**config.mk**
```make
export PLATFORM = sky130hd
export DESIGN_NAME = stby_pwr_ctrl
export DESIGN_NICKNAME = d
export VERILOG_FILES = /design/src/rtl/stby_pkg.sv /design/src/rtl/stby_cfg_regs.sv /design/src/rtl/stby_wake_qual.sv /design/src/rtl/stby_settle_timer.sv /design/src/rtl/stby_pwr_ctrl.sv
export SDC_FILE = /design/constraint.sdc
export NUM_CORES = 1
export LEC_CHECK = 0
export ABC_AREA = 1
export BUFFER_PORTS_ARGS = -buffer_cell sky130_fd_sc_hd__buf_2
export CAP_MARGIN = 20
export CORE_ASPECT_RATIO = 0.9
export CORE_MARGIN = 2
export CORE_UTILIZATION = 55
export DETAILED_ROUTE_END_ITERATION = 8
export PLACE_DENSITY = 0.88
export SETUP_SLACK_MARGIN = 0.4
export SYNTH_ARGS = -nofsm -noshare
export SYNTH_HDL_FRONTEND = slang
export SYNTH_SLANG_ARGS = --single-unit
```
**constraint.sdc**
```tcl
create_clock -name clk -period 3.67 [get_ports clk]
set_clock_uncertainty 0.1 [all_clocks]
set_input_delay 0.734 -clock clk [delete_from_list [all_inputs] [get_ports clk]]
set_output_delay 0.734 -clock clk [all_outputs]
set_load 0.01 [all_outputs]
```
**src/rtl/stby_pkg.sv**
```systemverilog
package stby_pkg;

   typedef enum logic [2:0] {
      ST_RUN     = 3'd0,
      ST_SWSTBY  = 3'd1,
      ST_SETTLE  = 3'd2,
      ST_RSTHOLD = 3'd3,
      ST_HWSTBY  = 3'd4
   } pwr_state_e;

   localparam int unsigned SEL_W       = 3;
   localparam int unsigned MAX_SETTLE  = 131072;

   // Settling length in reference clocks for a select code, scaled down by shift.
   function automatic int unsigned settle_cycles(input logic [SEL_W-1:0] code,
                                                 input int unsigned      shift);
      int unsigned base;
      case (code)
         3'd0:    base = 8192;
         3'd1:    base = 16384;
         3'd2:    base = 32768;
         3'd3:    base = 65536;
         3'd4:    base = 131072;
         3'd5:    base = 1024;
         default: base = 2048;
      endcase
      base = base >> shift;
      if (base == 0) base = 1;
      return base;
   endfunction

endpackage

```
**src/rtl/stby_cfg_regs.sv**
```systemverilog
module stby_cfg_regs (
   input  logic clk,
   input  logic por_n,
   input  logic stby_en_wr,
   input  logic stby_en_d,
   input  logic wdt_en_wr,
   input  logic wdt_en_d,
   input  logic wdt_wd_mode,
   output logic stby_en_q,
   output logic wdt_en_q
);

   logic wdt_set_now;
   logic stby_block;
   logic wdt_block;

   // A watchdog write of 1 in this same cycle counts as already set.
   assign wdt_set_now = wdt_en_wr && wdt_en_d;
   assign stby_block  = stby_en_d && wdt_wd_mode && (wdt_en_q || wdt_set_now);
   assign wdt_block   = wdt_en_d  && wdt_wd_mode && stby_en_q;

   always_ff @(posedge clk or negedge por_n) begin
      if (!por_n) begin
         stby_en_q <= 1'b0;
         wdt_en_q  <= 1'b0;
      end else begin
         if (stby_en_wr && !stby_block) stby_en_q <= stby_en_d;
         if (wdt_en_wr && !wdt_block)   wdt_en_q  <= wdt_en_d;
      end
   end

endmodule

```
**src/rtl/stby_wake_qual.sv**
```systemverilog
module stby_wake_qual #(
   parameter int unsigned N_IRQ       = 3,
   parameter int unsigned SYNC_STAGES = 0
) (
   input  logic             clk,
   input  logic             por_n,
   input  logic             nmi,
   input  logic [N_IRQ-1:0] irq_req,
   input  logic [N_IRQ-1:0] irq_en,
   input  logic             irq_mask,
   output logic             wake_lvl,
   output logic             wake_evt
);

   localparam int unsigned RAW_W = N_IRQ + 1;

   logic [RAW_W-1:0] raw_src;
   logic [RAW_W-1:0] sync_src;
   logic [N_IRQ-1:0] irq_ok;
   logic             wake_q;

   assign raw_src = {irq_req, nmi};

   generate
      if (SYNC_STAGES == 0) begin : g_nosync
         assign sync_src = raw_src;
      end else begin : g_sync
         logic [RAW_W-1:0] stage_q [SYNC_STAGES];
         always_ff @(posedge clk or negedge por_n) begin
            if (!por_n) begin
               for (int s = 0; s < int'(SYNC_STAGES); s++) stage_q[s] <= '0;
            end else begin
               stage_q[0] <= raw_src;
               for (int s = 1; s < int'(SYNC_STAGES); s++) stage_q[s] <= stage_q[s-1];
            end
         end
         assign sync_src = stage_q[SYNC_STAGES-1];
      end
   endgenerate

   genvar gi;
   generate
      for (gi = 0; gi < int'(N_IRQ); gi++) begin : g_irq
         assign irq_ok[gi] = sync_src[gi+1] && irq_en[gi] && !irq_mask;
      end
   endgenerate

   assign wake_lvl = sync_src[0] || (|irq_ok);

   always_ff @(posedge clk or negedge por_n) begin
      if (!por_n) wake_q <= 1'b0;
      else        wake_q <= wake_lvl;
   end

   assign wake_evt = wake_lvl && !wake_q;

endmodule

```
**src/rtl/stby_settle_timer.sv**
```systemverilog
module stby_settle_timer
   import stby_pkg::*;
#(
   parameter int unsigned CNT_W        = 17,
   parameter int unsigned SETTLE_SHIFT = 0
) (
   input  logic             clk,
   input  logic             por_n,
   input  logic             load,
   input  logic             run,
   input  logic [SEL_W-1:0] sel,
   output logic             done
);

   logic [CNT_W-1:0] cnt_q;
   logic [CNT_W-1:0] load_val;

   assign load_val = CNT_W'(settle_cycles(sel, SETTLE_SHIFT) - 1);

   always_ff @(posedge clk or negedge por_n) begin
      if (!por_n)                     cnt_q <= '0;
      else if (load)                  cnt_q <= load_val;
      else if (run && cnt_q != '0)    cnt_q <= cnt_q - 1'b1;
   end

   assign done = run && (cnt_q == '0);

endmodule

```
**src/rtl/stby_pwr_ctrl.sv**
```systemverilog
module stby_pwr_ctrl
   import stby_pkg::*;
#(
   parameter int unsigned N_IRQ        = 3,
   parameter int unsigned SYNC_STAGES  = 0,
   parameter int unsigned SETTLE_SHIFT = 0,
   parameter int unsigned CNT_W        = 17
) (
   input  logic             clk,
   input  logic             por_n,
   input  logic             sleep_req,
   input  logic             stby_en_wr,
   input  logic             stby_en_d,
   input  logic             wdt_en_wr,
   input  logic             wdt_en_d,
   input  logic             wdt_wd_mode,
   input  logic [2:0]       settle_sel,
   input  logic             nmi,
   input  logic [N_IRQ-1:0] irq_req,
   input  logic [N_IRQ-1:0] irq_en,
   input  logic             irq_mask,
   input  logic             res_n,
   input  logic             hwstby_n,
   output logic             osc_en,
   output logic             clk_gate_en,
   output logic             periph_rst,
   output logic             irq_start,
   output logic             rst_start,
   output logic             hw_stby,
   output logic             stby_en_q,
   output logic             wdt_en_q
);

   localparam int unsigned NEED_W = $clog2(MAX_SETTLE >> SETTLE_SHIFT) + 1;

   initial begin
      if (N_IRQ < 1 || N_IRQ > 16)
         $error("stby_pwr_ctrl: N_IRQ out of range");
      if (SETTLE_SHIFT > 10)
         $error("stby_pwr_ctrl: SETTLE_SHIFT too large");
      if (CNT_W + 1 < NEED_W)
         $error("stby_pwr_ctrl: CNT_W too narrow for settling counts");
      if (SYNC_STAGES > 4)
         $error("stby_pwr_ctrl: SYNC_STAGES too large");
   end

   pwr_state_e state_q, state_d;
   logic       wake_lvl, wake_evt;
   logic       cnt_load, cnt_done;
   logic       irq_start_d, rst_start_d;

   stby_cfg_regs u_cfg (
      .clk         (clk),
      .por_n       (por_n),
      .stby_en_wr  (stby_en_wr),
      .stby_en_d   (stby_en_d),
      .wdt_en_wr   (wdt_en_wr),
      .wdt_en_d    (wdt_en_d),
      .wdt_wd_mode (wdt_wd_mode),
      .stby_en_q   (stby_en_q),
      .wdt_en_q    (wdt_en_q)
   );

   stby_wake_qual #(.N_IRQ(N_IRQ), .SYNC_STAGES(SYNC_STAGES)) u_wake (
      .clk      (clk),
      .por_n    (por_n),
      .nmi      (nmi),
      .irq_req  (irq_req),
      .irq_en   (irq_en),
      .irq_mask (irq_mask),
      .wake_lvl (wake_lvl),
      .wake_evt (wake_evt)
   );

   stby_settle_timer #(.CNT_W(CNT_W), .SETTLE_SHIFT(SETTLE_SHIFT)) u_timer (
      .clk   (clk),
      .por_n (por_n),
      .load  (cnt_load),
      .run   (state_q == ST_SETTLE),
      .sel   (settle_sel),
      .done  (cnt_done)
   );

   always_comb begin
      state_d  = state_q;
      cnt_load = 1'b0;
      if (!hwstby_n) begin
         state_d = ST_HWSTBY;
      end else begin
         case (state_q)
            ST_RUN: begin
               if (!res_n)                       state_d = ST_RSTHOLD;
               else if (sleep_req && stby_en_q)  state_d = ST_SWSTBY;
            end
            ST_SWSTBY: begin
               if (!res_n) begin
                  state_d = ST_RSTHOLD;
               end else if (wake_lvl) begin
                  state_d  = ST_SETTLE;
                  cnt_load = 1'b1;
               end
            end
            ST_SETTLE: begin
               if (!res_n)         state_d = ST_RSTHOLD;
               else if (wake_evt)  cnt_load = 1'b1;
               else if (cnt_done)  state_d = ST_RUN;
            end
            ST_RSTHOLD: begin
               if (res_n) state_d = ST_RUN;
            end
            ST_HWSTBY: begin
               if (!res_n) state_d = ST_RSTHOLD;
            end
            default: state_d = ST_RUN;
         endcase
      end
   end

   assign irq_start_d = (state_q == ST_SETTLE)  && (state_d == ST_RUN);
   assign rst_start_d = (state_q == ST_RSTHOLD) && (state_d == ST_RUN);

   always_ff @(posedge clk or negedge por_n) begin
      if (!por_n) begin
         state_q   <= ST_RUN;
         irq_start <= 1'b0;
         rst_start <= 1'b0;
      end else begin
         state_q   <= state_d;
         irq_start <= irq_start_d;
         rst_start <= rst_start_d;
      end
   end

   assign osc_en      = (state_q == ST_RUN) || (state_q == ST_SETTLE) || (state_q == ST_RSTHOLD);
   assign clk_gate_en = (state_q == ST_RUN) || (state_q == ST_RSTHOLD);
   assign periph_rst  = (state_q != ST_RUN);
   assign hw_stby     = (state_q == ST_HWSTBY);

endmodule

```
After elaboration in Yosys (flattened, before gate mapping):

Cells that the tools add are included.
W data, S select, Z words.

* equal/unequal tests: 9
* $add $sub $neg: 2
* reduce and logical (&&, ||, !) cells: 37
* shift operators: 0
* magnitude comparators: 0
* divide/modulo/power cells: 0
* mux-type cells: 21
* bitwise logic cells: 0
* multiply operators: 0

Operators with widths (number)
* $pmux W18 S6: 1
* $mux W17: 3
* $sub A17 B1 Y17 const B: 2
* $logic_not A32 Y1: 1
* $mux W3: 10
* $logic_and A1 B1 Y1: 19
* $logic_not A17 Y1: 1
* $reduce_bool A17 Y1: 1
* $pmux W3 S5: 1
* $eq A3 B2 Y1 const B: 4
* $eq A3 B3 Y1 const B: 3
* $logic_not A3 Y1: 3
* $eq A3 B1 Y1 const B: 2
* $logic_or A1 B1 Y1: 5
* $mux W1: 5
* $logic_not A1 Y1: 4
* $reduce_bool A3 Y1: 1
* $reduce_or A3 Y1: 1
* $pmux W1 S2: 1
* $reduce_bool A2 Y1: 1

* RAM bits: 0
* register bits after elaboration: 25
* bits in latches: 0
* ROM bits: 0
* input port bits: 21
* word-level logic and storage cells: 76
* output and inout port bits: 8
* memories: 0

Depth between registers and ports, before layout:

Gate-level depths: netlist of the first run.

* depth after elaboration: 11
* depth in mapped cells: 15
* gate-level depth less buffers: 14

Modules after synthesis:

Synthesis of the first run repeated with hierarchy kept, for this count alone.

* cells, all modules: 279
* area total of the unflattened synthesis: 1860.5 um^2

By module, submodules not included
* stby_settle_timer: sequential area each 425.4 um^2, area each 1357.6 um^2, instances 1, cells an instance 204
* stby_pwr_ctrl: sequential area each 125.1 um^2, area each 324.1 um^2, instances 1, cells an instance 49
* stby_cfg_regs: sequential area each 50.0 um^2, area each 106.4 um^2, instances 1, cells an instance 16
* stby_wake_qual: sequential area each 25.0 um^2, area each 72.6 um^2, instances 1, cells an instance 10

Worst setup path before layout of the first run:

Ideal clock, no wire load.

* kind: input port to flip-flop
* start: in irq_mask
* end: reg u_timer.cnt_q[12]
* path slack: 1.411 ns
* stages on the path: 13
* buffers on the path: 1
* library setup time: 0.123 ns
* data arrival time: 2.036 ns
* data required time: 3.447 ns
* cells stage by stage: inv_2 > nand3_1 > nand4_4 > nand2_4 > buf_6 > nand2_1 > ha_1 > nand2_1 > clkinv_1 > nand2_1 > nor2_1 > nand2_1 > xor2_1

* word-level cells in the longest chain between the ends: 10
* elaborated cells between the ends (all ways): 15
* those cells by class: 7 x mux; 8 x reduce/logical

RTL lines
* start: declaration: RTL line stby_pwr_ctrl.sv:21 `input logic irq_mask,`
* $logic_not A1 Y1 (*): RTL line stby_wake_qual.sv:44 `assign irq_ok[gi] = sync_src[gi+1] && irq_en[gi] && !irq_mask;`
* $logic_and A1 B1 Y1: RTL line stby_wake_qual.sv:44
* $reduce_or A3 Y1 (*): RTL line stby_wake_qual.sv:48 `assign wake_lvl = sync_src[0] || (|irq_ok);`
* $logic_or A1 B1 Y1 (*): RTL line stby_wake_qual.sv:48
* via u_wake.wake_lvl: RTL line stby_wake_qual.sv:11 `output logic wake_lvl,`
* $logic_and A1 B1 Y1: RTL line stby_wake_qual.sv:55 `assign wake_evt = wake_lvl && !wake_q;`
* $mux W1: RTL line stby_pwr_ctrl.sv:105 `else if (wake_evt) cnt_load = 1'b1;`
* $mux W1: RTL line stby_pwr_ctrl.sv:104 `if (!res_n) state_d = ST_RSTHOLD;`
* $pmux W1 S2 (*): RTL line stby_pwr_ctrl.sv:90 `case (state_q)`
* $mux W1 (*): RTL line stby_pwr_ctrl.sv:87 `if (!hwstby_n) begin`
* $mux W17 or $reduce_bool A2 Y1 (tied branches)
* end signal: assignment: RTL line stby_settle_timer.sv:22 `else if (load) cnt_q <= load_val;`
* end signal: assignment: RTL line stby_settle_timer.sv:23 `else if (run && cnt_q != '0) cnt_q <= cnt_q - 1'b1;`
* end: declaration: RTL line stby_settle_timer.sv:15 `logic [CNT_W-1:0] cnt_q;`

The timed path passes the listed nets; every way through them passes the cells marked *.
A chain may end at the register's enable or synchronous reset.

Final worst setup path of the first run:

* start: reg state_q[1]
* end: reg u_timer.cnt_q[14]

* word-level cells in the longest chain between the ends: 4
* elaborated cells between the ends (all ways): 7
* those cells by class: 2 x eq/ne; 3 x mux; 2 x reduce/logical

RTL lines
* start: declaration: RTL line stby_pwr_ctrl.sv:47 `pwr_state_e state_q, state_d;`
* start signal: assignment: RTL line stby_pwr_ctrl.sv:128 `state_q <= state_d;`
* $eq A3 B2 Y1 or $eq A3 B1 Y1 (tied branches): RTL line stby_pwr_ctrl.sv:79, stby_pwr_ctrl.sv:90
* $pmux W1 S2: RTL line stby_pwr_ctrl.sv:90
* $mux W1: RTL line stby_pwr_ctrl.sv:87
* $mux W17 or $reduce_bool A2 Y1 (tied branches)

Several ways; a longest one is shown, not always the timed one.

==> results of run 1 <==
## final cells by class
cell class              count  area, um^2
clock buffers               4        26.3
repair buffers             28         140
inverters                  36         135
well taps                  42        52.6
fillers                   274        1100
flip-flops and latches     25         626
multi-input cells         170         887
## through the flow
step / util [%] / cell area, um^2
6_report: 62.8 / 1870
3_5_place_dp: 61.9 / 1840
2_1_floorplan: - / 1680
4_1_cts: 62.8 / 1870
5_1_grt: 62.8 / 1870
3_3_place_gp: 61.9 / 1840
## logic make-up (layout without fill, tap and decap cells)
logic type	Yosys count	in the layout	share of synthesized area [%]
compound gates	30	30	11.0
xor+xnor	6	6	3.13
fa+ha+maj	1	1	0.746
buf+inv	39	68	9.84
flops	25	25	37.3
mux	1	1	0.671
simple gates	132	132	37.3
## where the power goes
group / switching, mW / internal (mW)
clock network: 0.0838 / 0.0427
logic: 0.242 / 0.150
registers: 0.0860 / 0.358
## cell usage in the layout (no fill, tap or decap), drive strengths merged
cell type	netlist	routed
a21oi	7	7
a31oi	1	1
buf	3	28
clkbuf	0	4
clkinv	2	2
dfrtp	25	25
ha	1	1
inv	34	34
mux2	1	1
nand2	70	70
nand3	23	23
nand3b	3	3
nand4	5	5
nor2	22	22
nor3	8	8
nor4	1	1
o211ai	2	2
o21ai	16	16
o22ai	1	1
o31ai	2	2
o32ai	1	1
xor2	6	6
## layer usage
layer,GRT usage [%],vias up,wire length (um)
li1,-,817,-
met1,29.1,713,1620
met4,10.2,0,65
met5,0,-,0
met2,34.9,36,1530
met3,1.20,5,101
## synth_stat cells (2+ instances only)
master and number:
a21oi_1 6, buf_6 2, clkinv_1 2, dfrtp_1 25, inv_1 32, inv_2 2
nand2_1 63, nand2_2 6, nand3_1 21, nand3_2 2, nand3b_1 3, nand4_1 4
nor2_1 17, nor2_2 4, nor3_1 8, o211ai_1 2, o21ai_0 11, o21ai_1 3
o21ai_2 2, o31ai_1 2, xor2_1 6
## flip-flops by register name, summed over array words and instances (netlist names)
signal,cells
u_cfg.wdt_en_q,1
state_q,3
rst_start,1
u_cfg.stby_en_q,1
u_wake.wake_q,1
irq_start,1
u_timer.cnt_q,17
## path summary, 6_finish.rpt
check                      cells past startpoint                       endpoint  slack [ns]
min reg2reg                                    1   u_timer.cnt_q[3]$_DFFE_PN0P_        0.40
min                                            1  u_timer.cnt_q[11]$_DFFE_PN0P_        0.26
max                                           13  u_timer.cnt_q[14]$_DFFE_PN0P_        1.24
max in group asynchronous                      1   u_timer.cnt_q[3]$_DFFE_PN0P_        2.86
max reg2reg                                   13  u_timer.cnt_q[14]$_DFFE_PN0P_        1.24
min in group clk                               1   u_timer.cnt_q[3]$_DFFE_PN0P_        0.40
==> flow_metrics.env, run 1 <==
export IMPL_cts_setup_buffers=0
export IMPL_status="finished, final reports clean"
export IMPL_worst_slack_ns=1.24
export IMPL_drv_cap=0
export IMPL_async_reset_ff_share_pct=100
export IMPL_grtUsageTotal_pct=21.3
export IMPL_setup_tns_ns=0
export IMPL_cts_buffers=3
export IMPL_gp_congestion=0.856
export IMPL_cts_resized=0
export IMPL_yosysSeqAreaShare_pct=37.3
export IMPL_vias=1571
export IMPL_setup_viol=0
export IMPL_hold_slack_ns=0.258
export IMPL_p_leak_nw=0.978
export IMPL_root_buffer="clkbuf_4"
export IMPL_synth_edff_count=0
export IMPL_grt_first_pass_wirelength_um=6020
export IMPL_drive_above_1_share_pct=19.8
export IMPL_cp_slowest_cell="dfrtp_1"
export IMPL_finalCriticalPeriod_ns=2.43
export IMPL_power_mw=0.962
export IMPL_cp_max_fo=27
export IMPL_die_area_um2=3510
export IMPL_cts_tree="yes"
export IMPL_synth_top_area_share_pct=37.3
export IMPL_cts_htree_levels=1
export IMPL_startpoint="state_q[1]$_DFF_PN0_"
export IMPL_grt_pass1_vias=1458
export IMPL_min_path_type="in -> async"
export IMPL_cp_top_family="simple AND/OR/NAND/NOR gates"
export IMPL_tightest_slew_ns=0.524
export IMPL_crit_type="reg -> reg"
export IMPL_antenna_left=0
export IMPL_synthCells=234
export IMPL_routedWlPerCell_um=10.8
export IMPL_worstSkewPairLatency_ns=0.33
export IMPL_grt_max_degree=28
export IMPL_synth_area_leader_cell="dfrtp_1"
export IMPL_fin_crit_sh_pct=66.1
export IMPL_clock_path_buffers=2
export IMPL_peakVddDrop_uv=319
export IMPL_vias_per_cell=5.15
export IMPL_yosys_cell_types_count=32
export IMPL_drt_pre_antenna_iters=4
export IMPL_drc_errors=0
export IMPL_startpoint_type="register"
export IMPL_rows=19
export IMPL_p_per_area_nw_per_um2=515
export IMPL_cp_cell_sequence="inv_1 > nand3_2 > a21oi_4 > nand2_4 > nand2_1 > ha_1 > nand2_1 > nor2_2 > nand3_1 > nand2_1 > nand2_1 > nand2_1 > nand2_1"
export IMPL_slew_headroom_pct=65.1
export IMPL_yosysWarnings=0
export IMPL_timing_fmax_mhz=412
export IMPL_syn_area_per_cell_um2=7.17
export IMPL_die_height_um=56.4
export IMPL_fin_cells=305
export IMPL_cp_num_buf_inv=1
export IMPL_arrival_ns=2.56
export IMPL_dp_final_hpwl_um=2590
export IMPL_initial_core_util_pct=56.5
export IMPL_final_max_slew_viol_count=0
export IMPL_synth_area_um2=1680
export IMPL_rsz0062_at_grt="no"
export IMPL_antenna_found_initial=0
export IMPL_port_buffers=28
export IMPL_netlist_top_cells_area="dfrtp_1 (37%), nand2_1 (14%), inv_1 (7.2%), nand3_1 (6.3%), nor2_1 (3.8%)"
export IMPL_required_ns=3.81
export IMPL_clock_sinks=25
export IMPL_synth_seq_cells=25
export IMPL_io_pins=29
export IMPL_critPathCaptureType="register"
export IMPL_drt_total_wl_um=3310
export IMPL_slowest_delay_ns=0.48
export IMPL_dp_cells=301
export IMPL_diodes=0
export IMPL_synth_nets=256
export IMPL_crit_top_cell="nand2_1"
export IMPL_core_area_um2=2970
export IMPL_synth_ff_type="dfrtp_1"
export IMPL_nets=286
export IMPL_drtIter0Drc=93
export IMPL_grt_overflow=0
export IMPL_post_place_ws_ns=1.11
export IMPL_cts_hold_buf=0
export IMPL_die_w_um=62.2
export IMPL_final_hold_violation_count=0
export IMPL_clkTransAtPathRegs_ns=0.13
export IMPL_syn_to_final_growth_pct=11.3
export IMPL_reg2reg_from="state_q[1]$_DFF_PN0_"
(Power assumes the default switching activity.)
==> run 2: changes to the inputs <==
==> constraint.sdc (replaced) <==
create_clock -name clk -period 2.5 [get_ports clk]
set_clock_uncertainty 0.1 [all_clocks]
set_input_delay 0.5 -clock clk [delete_from_list [all_inputs] [get_ports clk]]
set_output_delay 0.5 -clock clk [all_outputs]
set_load 0.01 [all_outputs]
==> run 2 against run 1 <==
First-iteration DRC count rose by 5.4%. Die area unchanged. Global-route usage is 2.6 points higher. Core utilization is 10 points higher. Setup slack lost 0.96 ns. Non-clock buffer count increased by 19. Via count rose by 16%. Critical path depth is 3 lower. Sequential power increased by 54%. Sequential share of layout area decreased by 4.6 points. Clock power grew 57%.
==> flow_metrics.env, run 2 (synthesis results as in run 1) <==
export IMPL_status="finished, final reports clean"
export IMPL_arrival_ns=2.38
export IMPL_rsz0062_at_grt="yes"
export IMPL_finalCriticalPeriod_ns=2.21
export IMPL_multi_input_area_um2=1020
export IMPL_placedInstanceArea_um2=1860
export IMPL_worst_slack_ns=0.287
export IMPL_largest_reg_flops=17
export IMPL_post_place_ws_ns=0.256
export IMPL_drt_total_wl_um=4860
export IMPL_antenna_left=0
export IMPL_p_per_area_nw_per_um2=762
export IMPL_drtIter0Drc=98
export IMPL_vias_per_cell=5.64
export IMPL_drc_errors=0
export IMPL_min_path_type="in -> async"
export IMPL_antenna_found_initial=0
export IMPL_core_area_um2=2970
export IMPL_diodes=0
export IMPL_worstSkewPairLatency_ns=0.34
export IMPL_port_buffers=28
export IMPL_die_area_um2=3510
export IMPL_top_regs="u_timer.cnt_q x17, state_q x3"
export IMPL_setup_viol=0
export IMPL_syn_to_final_growth_pct=29.2
export IMPL_cts_tree="yes"
export IMPL_cp_cell_sequence="inv_1 > nand2_1 > nor3_1 > nand4_1 > o21ai_2 > buf_4 > nand3_1 > nand2_1 > nand3b_1 > nor2_1"
export IMPL_clkTransAtPathRegs_ns=0.17
export IMPL_startpoint="u_timer.cnt_q[3]$_DFFE_PN0P_"
export IMPL_tightest_slew_ns=0.552
export IMPL_root_buffer="clkbuf_4"
export IMPL_regArea_um2=627
export IMPL_cp_max_fo=4
export IMPL_final_core_util_pct=73.0
export IMPL_gp_congestion=0.875
export IMPL_grt_overflow=0
export IMPL_clock_sinks=25
export IMPL_final_common_cell="nand2_1"
export IMPL_die_height_um=56.4
export IMPL_final_hold_violation_count=0
export IMPL_cts_htree_levels=1
export IMPL_reg2reg_from="u_timer.cnt_q[3]$_DFFE_PN0P_"
export IMPL_io_pins=29
export IMPL_nets=305
export IMPL_slew_headroom_pct=63.2
export IMPL_cp_slowest_cell="dfrtp_1"
export IMPL_hold_slack_ns=0.0197
export IMPL_grt_first_pass_wirelength_um=6760
export IMPL_startpoint_type="register"
export IMPL_rows=19
export IMPL_drv_cap=0
export IMPL_final_max_slew_viol_count=0
export IMPL_crit_top_cell="nand2_1"
export IMPL_mostFrequentLayoutCells="nand2_1 (52), inv_1 (31), buf_2 (28)"
export IMPL_grt_pass1_vias=1570
export IMPL_crit_type="reg -> reg"
export IMPL_timing_fmax_mhz=452
export IMPL_p_leak_nw=1.11
export IMPL_drive_above_1_share_pct=34.4
export IMPL_die_w_um=62.2
export IMPL_fin_crit_sh_pct=88.5
export IMPL_cts_buffers=3
export IMPL_design_area_um2=2170
export IMPL_dp_final_hpwl_um=2760
export IMPL_fillCellCount=219
export IMPL_routedWlPerCell_um=15.0
export IMPL_dp_cells=303
export IMPL_setup_tns_ns=0
export IMPL_critPathCaptureType="register"
export IMPL_vias=1828
export IMPL_cts_hold_buf=0
export IMPL_fin_cells=324
export IMPL_grtUsageTotal_pct=23.8
export IMPL_power_mw=1.65
export IMPL_grt_max_degree=26
export IMPL_peakVddDrop_uv=510
export IMPL_required_ns=2.67
export IMPL_clock_path_buffers=2
export IMPL_drt_pre_antenna_iters=6
export IMPL_slowest_delay_ns=0.44
export IMPL_initial_core_util_pct=56.5
export IMPL_regMostFlops="u_timer.cnt_q"
[run 2: cell types whose count changed in the layout (fill, tap and decap cells not counted), moves of 2 or more]
cell	before	now
buf_4	0	15
o21ai_2	2	4
buf_6	0	3
nand3_1	21	18
nor2_4	1	4
inv_2	2	4
nand2_1	63	52
nand2_4	1	6
nor2_1	17	14
nand3_2	2	4
o21ai_0	11	9
nand2_2	6	12
[run 2: final timing paths]
path	endpoint	slack, ns	depth (start not counted)
min in group clk	u_cfg.wdt_en_q$_DFFE_PN0P_	0.24	2
max	rst_start$_DFF_PN0_	0.29	10
max reg2reg	rst_start$_DFF_PN0_	0.29	10
max in group asynchronous	u_timer.cnt_q[14]$_DFFE_PN0P_	1.88	1
min	state_q[2]$_DFF_PN0_	0.02	1
min reg2reg	u_timer.cnt_q[3]$_DFFE_PN0P_	0.43	1
[run 2: metal layers]
layer	track usage, %	up-vias	share of wire, %
li1	-	852	-
met1	31.9	861	39
met2	40.7	99	51
met3	1.60	16	6.7
met4	9.84	0	3.1
met5	0	-	0
[run 2: worst max-delay path, delay by kind of cell (launching register included)]
| kind | cells | cell delay, ns |
|---|---|---|
| buf+inv | 2 | 0.27 |
| flops | 1 | 0.44 |
| compound gates | 1 | 0.24 |
| simple gates | 7 | 1.10 |
[run 2: area by class of cell]
class / instances / area share, %
Multi-Input combinational cell: 170 / 47.1
Sequential cell: 25 / 28.9
Timing Repair Buffer: 47 / 13.9
Inverter: 36 / 6.23
Tap cell: 42 / 2.42
Clock buffer: 3 / 1.04
Clock inverter: 1 / 0.404
[run 2: where the power goes]
group          switching [mW]  total (mW)  internal (mW)  leakage (nW)
Clock                   0.134       0.199         0.0651        0.0183
Sequential              0.160       0.685          0.525         0.307
Combinational           0.471       0.768          0.297         0.786
Total                   0.766        1.65          0.887          1.11
[run 2: what timing repair did]
item,in CTS,in global routing
gates resized for setup,1,44
pin swaps,2,14
setup endpoints to repair,8,12
buffers inserted,10,7
